===== config.mk =====
export PLATFORM = sky130hd
export DESIGN_NAME = itmr_timer
export DESIGN_NICKNAME = d
export VERILOG_FILES = /design/src/rtl/itmr_pkg.sv /design/src/rtl/itmr_regfile.sv /design/src/rtl/itmr_prescale.sv /design/src/rtl/itmr_counter.sv /design/src/rtl/itmr_timer.sv
export SDC_FILE = /design/constraint.sdc
export NUM_CORES = 1
export LEC_CHECK = 0
export BUFFER_PORTS_ARGS = -buffer_cell sky130_fd_sc_hd__buf_2
export CAP_MARGIN = 20
export CORE_MARGIN = 2
export CORE_UTILIZATION = 58
export CTS_CLUSTER_SIZE = 10
export DETAILED_ROUTE_END_ITERATION = 7
export GPL_TIMING_DRIVEN = 0
export HOLD_SLACK_MARGIN = 0.15
export PLACE_DENSITY = 0.88
export SLEW_MARGIN = 20
export SYNTH_ARGS = -nofsm -noshare
export SYNTH_HDL_FRONTEND = slang
export SYNTH_SLANG_ARGS = --single-unit
export TNS_END_PERCENT = 10

===== constraint.sdc =====
create_clock -name clk -period 2.2 [get_ports clk]
set_input_delay 0.11 -clock clk [delete_from_list [all_inputs] [get_ports clk]]
set_output_delay 0.11 -clock clk [all_outputs]
set_load 0.02 [all_outputs]

===== src/rtl/itmr_pkg.sv =====
package itmr_pkg;
  typedef enum logic [1:0] {
    REG_SCALE  = 2'd0,
    REG_PERIOD = 2'd1,
    REG_COUNT  = 2'd2,
    REG_RESID  = 2'd3
  } itmr_reg_e;
endpackage


===== src/rtl/itmr_regfile.sv =====
module itmr_regfile
  import itmr_pkg::*;
#(
  parameter int SCALE_W = 8,
  parameter int CNT_W   = 16
) (
  input  logic               clk,
  input  logic               rst_n,
  input  logic               wr_en,
  input  logic [1:0]         addr,
  input  logic [CNT_W-1:0]   wdata,
  input  logic [CNT_W-1:0]   count,
  input  logic [SCALE_W-1:0] resid,
  output logic [SCALE_W-1:0] scale_q,
  output logic [CNT_W-1:0]   period_q,
  output logic               scale_wr,
  output logic               count_wr,
  output logic [CNT_W-1:0]   rdata
);
  itmr_reg_e sel;
  assign sel      = itmr_reg_e'(addr);
  assign scale_wr = wr_en && (sel == REG_SCALE);
  assign count_wr = wr_en && (sel == REG_COUNT);

  always_ff @(posedge clk or negedge rst_n) begin
    if (!rst_n) begin
      scale_q  <= '0;
      period_q <= '0;
    end else begin
      if (scale_wr) scale_q <= wdata[SCALE_W-1:0];
      if (wr_en && (sel == REG_PERIOD)) period_q <= wdata;
    end
  end

  always_comb begin
    unique case (sel)
      REG_SCALE:  rdata = CNT_W'(scale_q);
      REG_PERIOD: rdata = period_q;
      REG_COUNT:  rdata = count;
      REG_RESID:  rdata = CNT_W'(resid);
      default:    rdata = '0;
    endcase
  end
endmodule


===== src/rtl/itmr_prescale.sv =====
module itmr_prescale #(
  parameter int SCALE_W = 8
) (
  input  logic               clk,
  input  logic               rst_n,
  input  logic               enable,
  input  logic               load,
  input  logic [SCALE_W-1:0] load_val,
  input  logic [SCALE_W-1:0] scale,
  output logic [SCALE_W-1:0] resid_q,
  output logic               step
);
  logic expired;
  assign expired = (resid_q == '0);
  assign step    = enable && expired;

  always_ff @(posedge clk or negedge rst_n) begin
    if (!rst_n)      resid_q <= '0;
    else if (load)   resid_q <= load_val;
    else if (enable) resid_q <= expired ? scale : resid_q - 1'b1;
  end
endmodule


===== src/rtl/itmr_counter.sv =====
module itmr_counter #(
  parameter int CNT_W = 16
) (
  input  logic             clk,
  input  logic             rst_n,
  input  logic             step,
  input  logic             load,
  input  logic [CNT_W-1:0] load_val,
  input  logic [CNT_W-1:0] period,
  output logic [CNT_W-1:0] count_q,
  output logic             irq_q
);
  logic at_zero;
  assign at_zero = (count_q == '0);

  always_ff @(posedge clk or negedge rst_n) begin
    if (!rst_n) begin
      count_q <= '0;
      irq_q   <= 1'b0;
    end else begin
      irq_q <= step && at_zero;
      if (load)      count_q <= load_val;
      else if (step) count_q <= at_zero ? period : count_q - 1'b1;
    end
  end
endmodule


===== src/rtl/itmr_timer.sv =====
module itmr_timer #(
  parameter int SCALE_W = 8,
  parameter int CNT_W   = 16
) (
  input  logic             clk,
  input  logic             rst_n,
  input  logic             enable,
  input  logic             wr_en,
  input  logic [1:0]       addr,
  input  logic [CNT_W-1:0] wdata,
  output logic [CNT_W-1:0] rdata,
  output logic             irq
);
  logic [SCALE_W-1:0] scale_q;
  logic [SCALE_W-1:0] resid_q;
  logic [CNT_W-1:0]   period_q;
  logic [CNT_W-1:0]   count_q;
  logic               scale_wr;
  logic               count_wr;
  logic               step;

  itmr_regfile #(.SCALE_W(SCALE_W), .CNT_W(CNT_W)) u_regs (
    .clk(clk), .rst_n(rst_n), .wr_en(wr_en), .addr(addr), .wdata(wdata),
    .count(count_q), .resid(resid_q), .scale_q(scale_q), .period_q(period_q),
    .scale_wr(scale_wr), .count_wr(count_wr), .rdata(rdata)
  );

  itmr_prescale #(.SCALE_W(SCALE_W)) u_pre (
    .clk(clk), .rst_n(rst_n), .enable(enable), .load(scale_wr),
    .load_val(wdata[SCALE_W-1:0]), .scale(scale_q), .resid_q(resid_q), .step(step)
  );

  itmr_counter #(.CNT_W(CNT_W)) u_cnt (
    .clk(clk), .rst_n(rst_n), .step(step), .load(count_wr), .load_val(wdata),
    .period(period_q), .count_q(count_q), .irq_q(irq)
  );
endmodule


==> results of run 1 <==
-- metrics by stage --
| step | hold slack (ns) | instances | TNS, ns |
|---|---|---|---|
| floorplan | -0.186 | 323 | 0 |
| global placement | 0.326 | 431 | -1.36 |
| detailed placement | 0.334 | 431 | -1.94 |
| CTS | 0.255 | 456 | 0 |
| global route | 0.301 | 458 | -0.0255 |
| finish | 0.275 | 458 | 0 |
-- how the worst max path moves through the flow --
stage | start | end | cells after the start
2_1_floorplan | u_pre.resid_q[0]$_DFFE_PN0P_ | u_cnt.count_q[10]$_DFFE_PN0P_ | 8
3_3_place_gp | u_pre.resid_q[0]$_DFFE_PN0P_ | u_cnt.count_q[5]$_DFFE_PN0P_ | 8
3_5_place_dp | u_pre.resid_q[1]$_DFFE_PN0P_ | u_cnt.count_q[6]$_DFFE_PN0P_ | 8
4_1_cts | u_pre.resid_q[1]$_DFFE_PN0P_ | u_cnt.count_q[13]$_DFFE_PN0P_ | 8
5_1_grt | u_pre.resid_q[0]$_DFFE_PN0P_ | u_cnt.count_q[7]$_DFFE_PN0P_ | 8
6_report | u_pre.resid_q[0]$_DFFE_PN0P_ | u_cnt.count_q[7]$_DFFE_PN0P_ | 8
-- flip-flops by register name (all words and copies together) (netlist names) --
register,flops
u_pre.resid_q,8
u_cnt.count_q,16
u_regs.scale_q,8
u_cnt.irq_q,1
u_regs.period_q,16
-- synth_stat cells (3+ instances only) --
| master | count | share of area [%] |
|---|---|---|
| and3_1 | 3 | 0.61 |
| dfrtp_1 | 49 | 40 |
| a21oi_1 | 15 | 2.5 |
| nor2_1 | 23 | 2.8 |
| ha_1 | 4 | 1.6 |
| mux2i_1 | 4 | 1.3 |
| mux2_2 | 16 | 5.9 |
| xor2_1 | 5 | 1.4 |
| clkbuf_1 | 13 | 1.6 |
| buf_2 | 6 | 0.98 |
| nand2_1 | 46 | 5.6 |
| nor4_1 | 5 | 1.0 |
| buf_6 | 3 | 1.1 |
| a211oi_1 | 3 | 0.74 |
| a211o_1 | 3 | 0.86 |
| a22o_1 | 8 | 2.3 |
| xnor2_1 | 7 | 2.0 |
| nor3_1 | 10 | 1.6 |
| nor2b_1 | 3 | 0.61 |
| o21ai_0 | 19 | 3.1 |
| a22oi_1 | 4 | 0.98 |
| nand3_1 | 14 | 2.3 |
| inv_1 | 8 | 0.98 |
| o22ai_1 | 9 | 1.8 |
| mux4_2 | 8 | 5.9 |
-- layer usage --
metal / global-route usage, % / wire length, µm / up-vias
met3: 3.76 / 554 / 10
met5: 0 / 0 / -
met4: 6.18 / 74 / 0
li1: - / - / 1313
met1: 38.7 / 3460 / 1401
met2: 44.9 / 3900 / 153
-- kinds of logic after synthesis --
| logic type | share of synthesized area, % |
|---|---|
| flip-flops | 40.0 |
| AND/OR/NAND/NOR | 21.2 |
| buffers and inverters | 4.66 |
| XOR/XNOR | 3.43 |
| adder cells (fa/ha/maj) | 1.63 |
| multiplexers | 13.1 |
| AO/OA/AOI/OAI | 16.0 |
-- layout make-up --
| cell class | count | area share [%] |
|---|---|---|
| repair buffers | 57 | 10.3 |
| flip-flops and latches | 49 | 33.5 |
| clock inverters | 2 | 0.274 |
| well taps | 70 | 2.39 |
| clock buffers | 6 | 1.98 |
| inverters | 8 | 0.821 |
| multi-input cells | 244 | 47.4 |
| plain buffers | 22 | 3.25 |
-- timing repair --
action | CTS | global route
setup endpoints to repair | 15 | 16
hold buffers | 17 | 0
endpoints found under the hold margin | 96 | 0
resized for setup | 5 | 7
setup buffers | 0 | 2
-- worst register-to-register path, cell delays in order, from the launching register on --
cell	delay (ns)
dfrtp_1	0.44
inv_1	0.14
ha_1	0.19
nor3b_4	0.22
nand3_1	0.20
clkbuf_4	0.26
clkbuf_2	0.24
a21oi_1	0.20
o22ai_1	0.09
-- power groups by stage --
stage | registers, mW | clock network [mW] | logic, mW
after detailed placement | 1.48 | 0 | 1.26
after global routing | 1.54 | 0.560 | 1.48
after floorplan | 1.38 | 0 | 0.984
after CTS | 1.47 | 0.527 | 1.29
after global placement | 1.47 | 0 | 1.21
final | 1.51 | 0.525 | 1.34
==> results.json, run 1 <==
{
  "status": "completed",
  "post_route_cells_drive_above_1_share_pct": 24.7,
  "setup.worst_path.end_class": "flop",
  "post_synth_edffs": 0,
  "placedInstanceArea_um2": 3340,
  "cap_violations": 0,
  "leakage_nw": 1.60,
  "hold_path_class": "input port to flop",
  "grt_start_max_net_pins": 50,
  "num-nets-final": 413,
  "cp_top_family": "buffers and inverters",
  "p_per_area_nw_per_um2": 923,
  "timing.fmax_ghz": 0.477,
  "min_period_ns": 2.10,
  "antenna_left": 0,
  "grt.total_usage_pct": 27.3,
  "setup_viol": 0,
  "critical_path.slowest_cell": "dfrtp_1",
  "mostFrequentLayoutCell": "dfrtp_1",
  "fp-row-count": 26,
  "worst_clock_skew_ns": 0.00611,
  "path_clk_slew_ns": 0.09,
  "number_of_global_route_vias_before_repair": 2640,
  "crit_path_cell_trace": "inv_1 -> ha_1 -> nor3b_4 -> nand3_1 -> clkbuf_4 -> clkbuf_2 -> a21oi_1 -> o22ai_1",
  "fp.dieH_um": 76.7,
  "area_delta_synth_final_pct": 19.5,
  "design.core.area_um2": 5110,
  "rr_startpoint": "u_pre.resid_q[0]$_DFFE_PN0P_",
  "dr.pass1.iters": 5,
  "antenna_found_initial": 0,
  "die-width_um": 76.7,
  "htreeDepth": 2,
  "postSynthRegisterBits": 49,
  "most_used_cells_in_the_layout_excluding_fill_and_tap_cells": "49 x dfrtp_1, 46 x nand2_1, 44 x buf_2",
  "clock_insertion_delay_worst_skew_ns": 0.30,
  "net_switching_power_of_the_design_mw": 1.38,
  "worstReg2RegEnd": "u_cnt.count_q[7]$_DFFE_PN0P_",
  "insertedDiodeCount": 0,
  "tritoncts.num_buffers": 5,
  "cts-root-buf": "clkbuf_8",
  "timing.critical_path.arrival_ns": 2.28,
  "cts.path.max_buffers": 2,
  "vdd.ir_drop.worst_uv": 477,
  "synthesis.area_per_instance_um2": 9.48,
  "rr_worst_depth": 8,
  "wire_length_of_the_first_global_routing_pass_mm": 12.9,
  "hpwlAfterDp_mm": 5.52,
  "share_of_total_power_in_sequential_cells_pct": 44.6,
  "wl_per_cell_um": 17.4,
  "power_report.internal_total_mw": 2.00,
  "global_route.overflow_total": 0,
  "multi_input_combinational_cell_area_um2": 1730,
  "report.final.hold_viol_count": 0,
  "timing.reg2reg.setup_slack_ns": 0.10,
  "setup_ws_ns": 0.105,
  "detail_route.wirelength_mm": 7.99,
  "finish.utilization_pct": 71.6,
  "synth_warnings": 0,
  "setup.worst_path.start_class": "flop",
  "power_mw": 3.37,
  "gp_routability_congestion": 0.915,
  "cpPeakStageDelay_ns": 0.44,
  "die-area_um2": 5880,
  "synth_fp_nets": 349,
  "tightestPinTransition_ns": 0.645,
  "dominantRegCellSynth": "dfrtp_1",
  "maxSlewViolCount": 0,
  "fraction_of_power_consumed_by_combinational_cells_pct": 39.8,
  "synth.distinct_cells": 52,
  "seqCellArea_um2": 1230,
  "final_min_period_over_clock_period_pct": 95.2,
  "post-place-ws_ns": -0.219,
  "mappedNetlistArea_um2": 3060,
  "synthCells": 323,
  "clock-sinks": 49,
  "whs_endpoint": "u_pre.resid_q[0]$_DFFE_PN0P_",
  "seq_area_frac_synth_pct": 40.0,
  "worstPathBufferInverterCount": 3,
  "hold_path.startpoint": "wr_en",
  "path_class": "flop to flop",
  "finalInstanceArea_um2": 3660,
  "min_path_cells": 4,
  "filler_cell_count": 367,
  "crit_required_ns": 2.38,
  "synth-async-reset-ratio_pct": 100,
  "slew_headroom_pct": 57.0,
  "worstPathMaxFanout": 10,
  "clock_power_share_pct": 15.5,
  "initial_utilization_pct": 59.9,
  "tritoncts": "built",
  "count_of_vias_placed_by_the_detailed_router": 2877,
  "vias_per_cell": 6.28,
  "p_sw_share_pct": 40.8,
  "port_buf_inserts": 38,
  "detailedRoute.firstIterationViolations": 415,
  "post-route-drc-count": 0,
  "ioPinCount": 39
}
(Power assumes the default switching activity.)
==> inputs of run 2 (changes only) <==
--- a/config.mk
+++ b/config.mk
@@ -7,8 +7,10 @@
 export LEC_CHECK = 0
 export BUFFER_PORTS_ARGS = -buffer_cell sky130_fd_sc_hd__buf_2
 export CAP_MARGIN = 20
+export CELL_PAD_IN_SITES_DETAIL_PLACEMENT = 0
+export CELL_PAD_IN_SITES_GLOBAL_PLACEMENT = 1
 export CORE_MARGIN = 2
-export CORE_UTILIZATION = 58
+export CORE_UTILIZATION = 45
 export CTS_CLUSTER_SIZE = 10
 export DETAILED_ROUTE_END_ITERATION = 7
 export GPL_TIMING_DRIVEN = 0
==> results.json, run 2 (same netlist as run 1, synthesis figures left out) <==
{
  "status": "completed",
  "finish.utilization_pct": 54.8,
  "num-nets-final": 413,
  "finalInstanceArea_um2": 3660,
  "initial_utilization_pct": 45.8,
  "use_met2_pct": 35.7,
  "post_route_cells_drive_above_1_share_pct": 24.2,
  "crit_required_ns": 2.39,
  "worst_clock_skew_ns": 0.00684,
  "fp.dieH_um": 86.5,
  "insertedDiodeCount": 0,
  "htreeDepth": 2,
  "global_route.overflow_total": 0,
  "antenna_found_initial": 0,
  "vias_per_cell": 5.90,
  "clock-sinks": 49,
  "tritoncts.num_buffers": 5,
  "min_period_ns": 2.06,
  "setup.worst_path.start_class": "flop",
  "placedInstanceArea_um2": 3350,
  "fp-row-count": 30,
  "cap_violations": 0,
  "timing.critical_path.mode_cell": "o21ai_0",
  "setup.worst_path.end_class": "flop",
  "critical_path.slowest_cell": "dfrtp_1",
  "area_delta_synth_final_pct": 19.6,
  "port_buf_inserts": 38,
  "die-width_um": 86.5,
  "wire_length_of_the_first_global_routing_pass_mm": 13.5,
  "grt_util_met1_pct": 34.3,
  "slew_headroom_pct": 57.2,
  "filler_cell_count": 643,
  "most_used_cells_in_the_layout_excluding_fill_and_tap_cells": "49 x dfrtp_1, 46 x nand2_1, 45 x buf_2",
  "die-area_um2": 7480,
  "clock_insertion_delay_worst_skew_ns": 0.31,
  "detail_route.wirelength_mm": 8.12,
  "busiest_layer_in_global_routing": "met2",
  "setup_viol": 0,
  "tightestPinTransition_ns": 0.642,
  "wl_per_cell_um": 17.3,
  "timing.critical_path.arrival_ns": 2.26,
  "dr.pass1.iters": 4,
  "crit_path_cell_trace": "inv_1 -> ha_1 -> nor4b_1 -> nand4_2 -> buf_2 -> o21ai_0 -> o21ai_0",
  "tns_ns": 0,
  "worstPathBufferInverterCount": 2,
  "timing.fmax_ghz": 0.484,
  "maxSlewViolCount": 0,
  "hpwlAfterDp_mm": 5.70,
  "number_of_global_route_vias_before_repair": 2564,
  "gp_routability_congestion": 0.878,
  "cpPeakStageDelay_ns": 0.47,
  "tritoncts": "built",
  "vdd.ir_drop.worst_uv": 336,
  "mostFrequentLayoutCell": "dfrtp_1",
  "largest_regs": "u_cnt.count_q (16), u_regs.period_q (16)",
  "p_per_area_nw_per_um2": 918,
  "worstPathMaxFanout": 10,
  "count_of_vias_placed_by_the_detailed_router": 2760,
  "path_class": "flop to flop",
  "post-route-drc-count": 0,
  "grt.total_usage_pct": 23.4,
  "hold_path_class": "input port to flop",
  "grt_util_met3_pct": 3.14,
  "cts-root-buf": "clkbuf_8",
  "path_clk_slew_ns": 0.09,
  "detailedRoute.firstIterationViolations": 171,
  "final_min_period_over_clock_period_pct": 93.8,
  "cp_top_family": "simple AND/OR/NAND/NOR gates",
  "grt_start_max_net_pins": 50,
  "report.final.hold_viol_count": 0,
  "design.core.area_um2": 6680,
  "antenna_left": 0,
  "leakage_nw": 1.59,
  "grt_setup_unrepaired": "false",
  "cts.path.max_buffers": 2,
  "ioPinCount": 39
}
run 2: power by group:
part | total [mW] | internal, mW | switching (mW)
logic | 1.33 | 0.635 | 0.695
registers | 1.49 | 1.14 | 0.355
clock network | 0.539 | 0.224 | 0.315
run 2: worst paths after layout:
| check | start | endpoint | slack [ns] | cells after the start |
|---|---|---|---|---|
| max | u_cnt.count_q[0]$_DFFE_PN0P_ | u_cnt.count_q[14]$_DFFE_PN0P_ | 0.14 | 7 |
| min in group asynchronous | rst_n | u_regs.period_q[12]$_DFFE_PN0P_ | 0.36 | 2 |
| max reg2reg | u_cnt.count_q[0]$_DFFE_PN0P_ | u_cnt.count_q[14]$_DFFE_PN0P_ | 0.14 | 7 |
| max in group asynchronous | rst_n | u_regs.period_q[2]$_DFFE_PN0P_ | 1.40 | 2 |
| min reg2reg | u_regs.scale_q[7]$_DFFE_PN0P_ | u_regs.scale_q[7]$_DFFE_PN0P_ | 0.51 | 2 |
| min | wr_en | u_pre.resid_q[0]$_DFFE_PN0P_ | 0.24 | 4 |
run 2: timing repair:
action                                  4_1_cts  5_1_grt
endpoints found under the setup margin       17       15
hold buffers                                 17        0
hold endpoints to repair                     96        0
resized for setup                             4        9
buffers inserted                              1        1
gates cloned                                  0        0
run 2: routing by layer:
| metal | wire [µm] | up-vias | share of wire, % |
|---|---|---|---|
| met5 | 0 | - | 0 |
| li1 | - | 1326 | - |
| met3 | 430 | 14 | 5.3 |
| met4 | 157 | 0 | 1.9 |
| met2 | 3800 | 91 | 47 |
| met1 | 3730 | 1329 | 46 |
run 2: cell type report:
type                            count  area (µm²)  share of cell area [%]
Buffer                             22         119                    3.25
Clock buffer                        6        72.6                    1.98
Clock inverter                      2        15.0                   0.410
Inverter                            8        30.0                   0.820
Multi-Input combinational cell    244        1720                    47.0
Sequential cell                    49        1230                    33.5
Tap cell                           80         100                    2.73
Timing Repair Buffer               57         378                    10.3
run 2: worst reg2reg max path, delay by kind of cell, from the launching register on:
| kind | cells | cell delay (ns) |
|---|---|---|
| fa+ha+maj | 1 | 0.17 |
| compound gates | 2 | 0.28 |
| buf+inv | 2 | 0.39 |
| simple gates | 2 | 0.64 |
| flops | 1 | 0.47 |
run 2: through the flow:
stage / setup slack (ns) / instances / hold WS (ns) / total power [mW]
3_3_place_gp: -0.247 / 441 / 0.327 / 2.71
6_report: 0.136 / 468 / 0.240 / 3.36
3_5_place_dp: -0.305 / 441 / 0.330 / 2.74
5_1_grt: 0.00248 / 468 / 0.293 / 3.61
4_1_cts: 0.00331 / 467 / 0.231 / 3.34
2_1_floorplan: 0.315 / 323 / -0.186 / 2.36
==> inputs of run 3 (changes only) <==
--- a/config.mk
+++ b/config.mk
@@ -10,12 +10,12 @@
 export CELL_PAD_IN_SITES_DETAIL_PLACEMENT = 0
 export CELL_PAD_IN_SITES_GLOBAL_PLACEMENT = 1
 export CORE_MARGIN = 2
-export CORE_UTILIZATION = 45
+export CORE_UTILIZATION = 48
 export CTS_CLUSTER_SIZE = 10
 export DETAILED_ROUTE_END_ITERATION = 7
 export GPL_TIMING_DRIVEN = 0
 export HOLD_SLACK_MARGIN = 0.15
-export PLACE_DENSITY = 0.88
+export PLACE_DENSITY = 0.93
 export SLEW_MARGIN = 20
 export SYNTH_ARGS = -nofsm -noshare
 export SYNTH_HDL_FRONTEND = slang
==> constraint.sdc (replaced) <==
create_clock -name clk -period 2.7 [get_ports clk]
set_input_delay 0.135 -clock clk [delete_from_list [all_inputs] [get_ports clk]]
set_output_delay 0.135 -clock clk [all_outputs]
set_load 0.02 [all_outputs]
==> results.json, run 3 (same netlist as run 1, synthesis figures left out) <==
{
  "status": "completed",
  "antenna_left": 0,
  "clock_insertion_delay_worst_skew_ns": 0.30,
  "maxSlewViolCount": 0,
  "crit_path_cell_trace": "inv_1 -> ha_1 -> nor3b_2 -> nand3_1 -> clkbuf_1 -> clkbuf_1 -> a21oi_1 -> o22ai_1",
  "grt_setup_unrepaired": "false",
  "tightestPinTransition_ns": 0.636,
  "critical_path.slowest_cell": "dfrtp_1",
  "most_used_cells_in_the_layout_excluding_fill_and_tap_cells": "49 x dfrtp_1, 46 x nand2_1, 43 x buf_2",
  "mostFrequentLayoutCell": "dfrtp_1",
  "area_delta_synth_final_pct": 17.7,
  "worstPathMaxFanout": 10,
  "port_buf_inserts": 38,
  "cap_violations": 0,
  "worst_clock_skew_ns": 0.0105,
  "grt.total_usage_pct": 24.0,
  "finish.utilization_pct": 57.7,
  "final_min_period_over_clock_period_pct": 94.0,
  "num-nets-final": 411,
  "detailedRoute.firstIterationViolations": 212,
  "wl_per_cell_um": 17.7,
  "worstReg2RegEnd": "u_cnt.count_q[10]$_DFFE_PN0P_",
  "htreeDepth": 2,
  "ctsResizeCount": 0,
  "rr_startpoint": "u_pre.resid_q[0]$_DFFE_PN0P_",
  "timing.fmax_ghz": 0.394,
  "cts.path.max_buffers": 2,
  "min_path_cells": 4,
  "setup_viol": 0,
  "fp-row-count": 29,
  "grt_start_max_net_pins": 50,
  "tritoncts.num_buffers": 5,
  "post-route-drc-count": 0,
  "largest_regs": "u_cnt.count_q (16), u_regs.period_q (16)",
  "p_per_area_nw_per_um2": 748,
  "clock-sinks": 49,
  "vias_per_cell": 5.92,
  "setup.worst_path.start_class": "flop",
  "rr_worst_depth": 8,
  "global_route.overflow_total": 0,
  "hold_path_class": "input port to flop",
  "cts-root-buf": "clkbuf_8",
  "wire_length_of_the_first_global_routing_pass_mm": 13.6,
  "stdcell_count": 463,
  "timing.critical_path.arrival_ns": 2.70,
  "fp.dieH_um": 83.9,
  "die-width_um": 83.9,
  "antenna_found_initial": 0,
  "hpwlAfterDp_mm": 5.87,
  "cpPeakStageDelay_ns": 0.45,
  "crit_required_ns": 2.86,
  "path_class": "flop to flop",
  "setup.worst_path.end_class": "flop",
  "number_of_global_route_vias_before_repair": 2731,
  "finalInstanceArea_um2": 3600,
  "post_route_cells_drive_above_1_share_pct": 22.5,
  "vdd.ir_drop.worst_uv": 338,
  "leakage_nw": 1.58,
  "tritoncts": "built",
  "insertedDiodeCount": 0,
  "detail_route.wirelength_mm": 8.19,
  "design.core.area_um2": 6240,
  "count_of_vias_placed_by_the_detailed_router": 2742,
  "dr.pass1.iters": 4,
  "gp_routability_congestion": 0.867,
  "min_period_ns": 2.54,
  "timing.reg2reg.setup_slack_ns": 0.16,
  "path_clk_slew_ns": 0.09,
  "tns_ns": 0,
  "placedInstanceArea_um2": 3350,
  "slew_headroom_pct": 57.6,
  "placed_cells": 438,
  "ioPinCount": 39,
  "die-area_um2": 7030,
  "filler_cell_count": 575,
  "initial_utilization_pct": 49.1,
  "report.final.hold_viol_count": 0,
  "whs_endpoint": "u_pre.resid_q[0]$_DFFE_PN0P_",
  "hold_path.startpoint": "wr_en",
  "timing.critical_path.mode_cell": "clkbuf_1"
}
==> run 3: cell count changes in the layout (fill, tap and decap cells not counted), sizes merged <==
cell,delta
clkbuf,+3
clkinvlp,-2
clkinv,+2
buf,-5
==> run 3: stage by stage <==
stage / setup WS (ns) / power [mW] / hold slack, ns
after detailed placement: 0.251 / 2.24 / 0.355
after global routing: 0.00850 / 2.88 / 0.323
after CTS: 0.214 / 2.70 / 0.278
after global placement: 0.276 / 2.21 / 0.352
after floorplan: 0.815 / 1.93 / -0.161
final: 0.162 / 2.69 / 0.294
==> run 3: routing by layer <==
layer | global-route usage (%) | up-vias | share of wire, %
met5 | 0 | - | 0
met4 | 7.18 | 0 | 1.6
met3 | 3.46 | 8 | 5.2
met2 | 38.5 | 82 | 47
met1 | 34.0 | 1344 | 46
li1 | - | 1308 | -
==> run 3: worst max path at each step <==
stage                                                to                         start  cells after the start  slack (ns)
after floorplan           u_cnt.count_q[10]$_DFFE_PN0P_  u_pre.resid_q[0]$_DFFE_PN0P_                      8        0.82
after global routing       u_cnt.count_q[6]$_DFFE_PN0P_  u_pre.resid_q[0]$_DFFE_PN0P_                      8       0.009
final                     u_cnt.count_q[10]$_DFFE_PN0P_  u_pre.resid_q[0]$_DFFE_PN0P_                      8        0.16
after CTS                 u_cnt.count_q[10]$_DFFE_PN0P_  u_pre.resid_q[0]$_DFFE_PN0P_                      8        0.21
after global placement     u_cnt.count_q[5]$_DFFE_PN0P_  u_pre.resid_q[0]$_DFFE_PN0P_                      8        0.28
after detailed placement  u_cnt.count_q[10]$_DFFE_PN0P_  u_pre.resid_q[0]$_DFFE_PN0P_                      8        0.25
==> run 3: layout make-up <==
| class | instances | area [µm²] | area share [%] |
|---|---|---|---|
| well taps | 77 | 96.3 | 2.67 |
| flip-flops and latches | 49 | 1230 | 34.0 |
| clock buffers | 6 | 72.6 | 2.01 |
| multi-input cells | 244 | 1690 | 47.0 |
| plain buffers | 22 | 113 | 3.12 |
| clock inverters | 2 | 10.0 | 0.278 |
| repair buffers | 55 | 363 | 10.1 |
| inverters | 8 | 30.0 | 0.833 |
==> run 3: power breakdown <==
part	switching, mW	internal, mW
combinational	0.556	0.499
clock	0.253	0.181
sequential	0.278	0.927
total	1.09	1.61
==> run 3: worst max-delay path: cells and delay by family (launching register included) <==
| kind | cells | cell delay [ns] |
|---|---|---|
| AOI/OAI and AO/OA | 2 | 0.34 |
| DFF | 1 | 0.45 |
| adders and majority gates | 1 | 0.17 |
| and+or+nand+nor | 2 | 0.64 |
| buffers and inverters | 3 | 0.80 |
==> run 3: repair_timing <==
item,in CTS,in global routing
hold buffers,17,0
endpoints found under the hold margin,91,0
buffers inserted,0,0
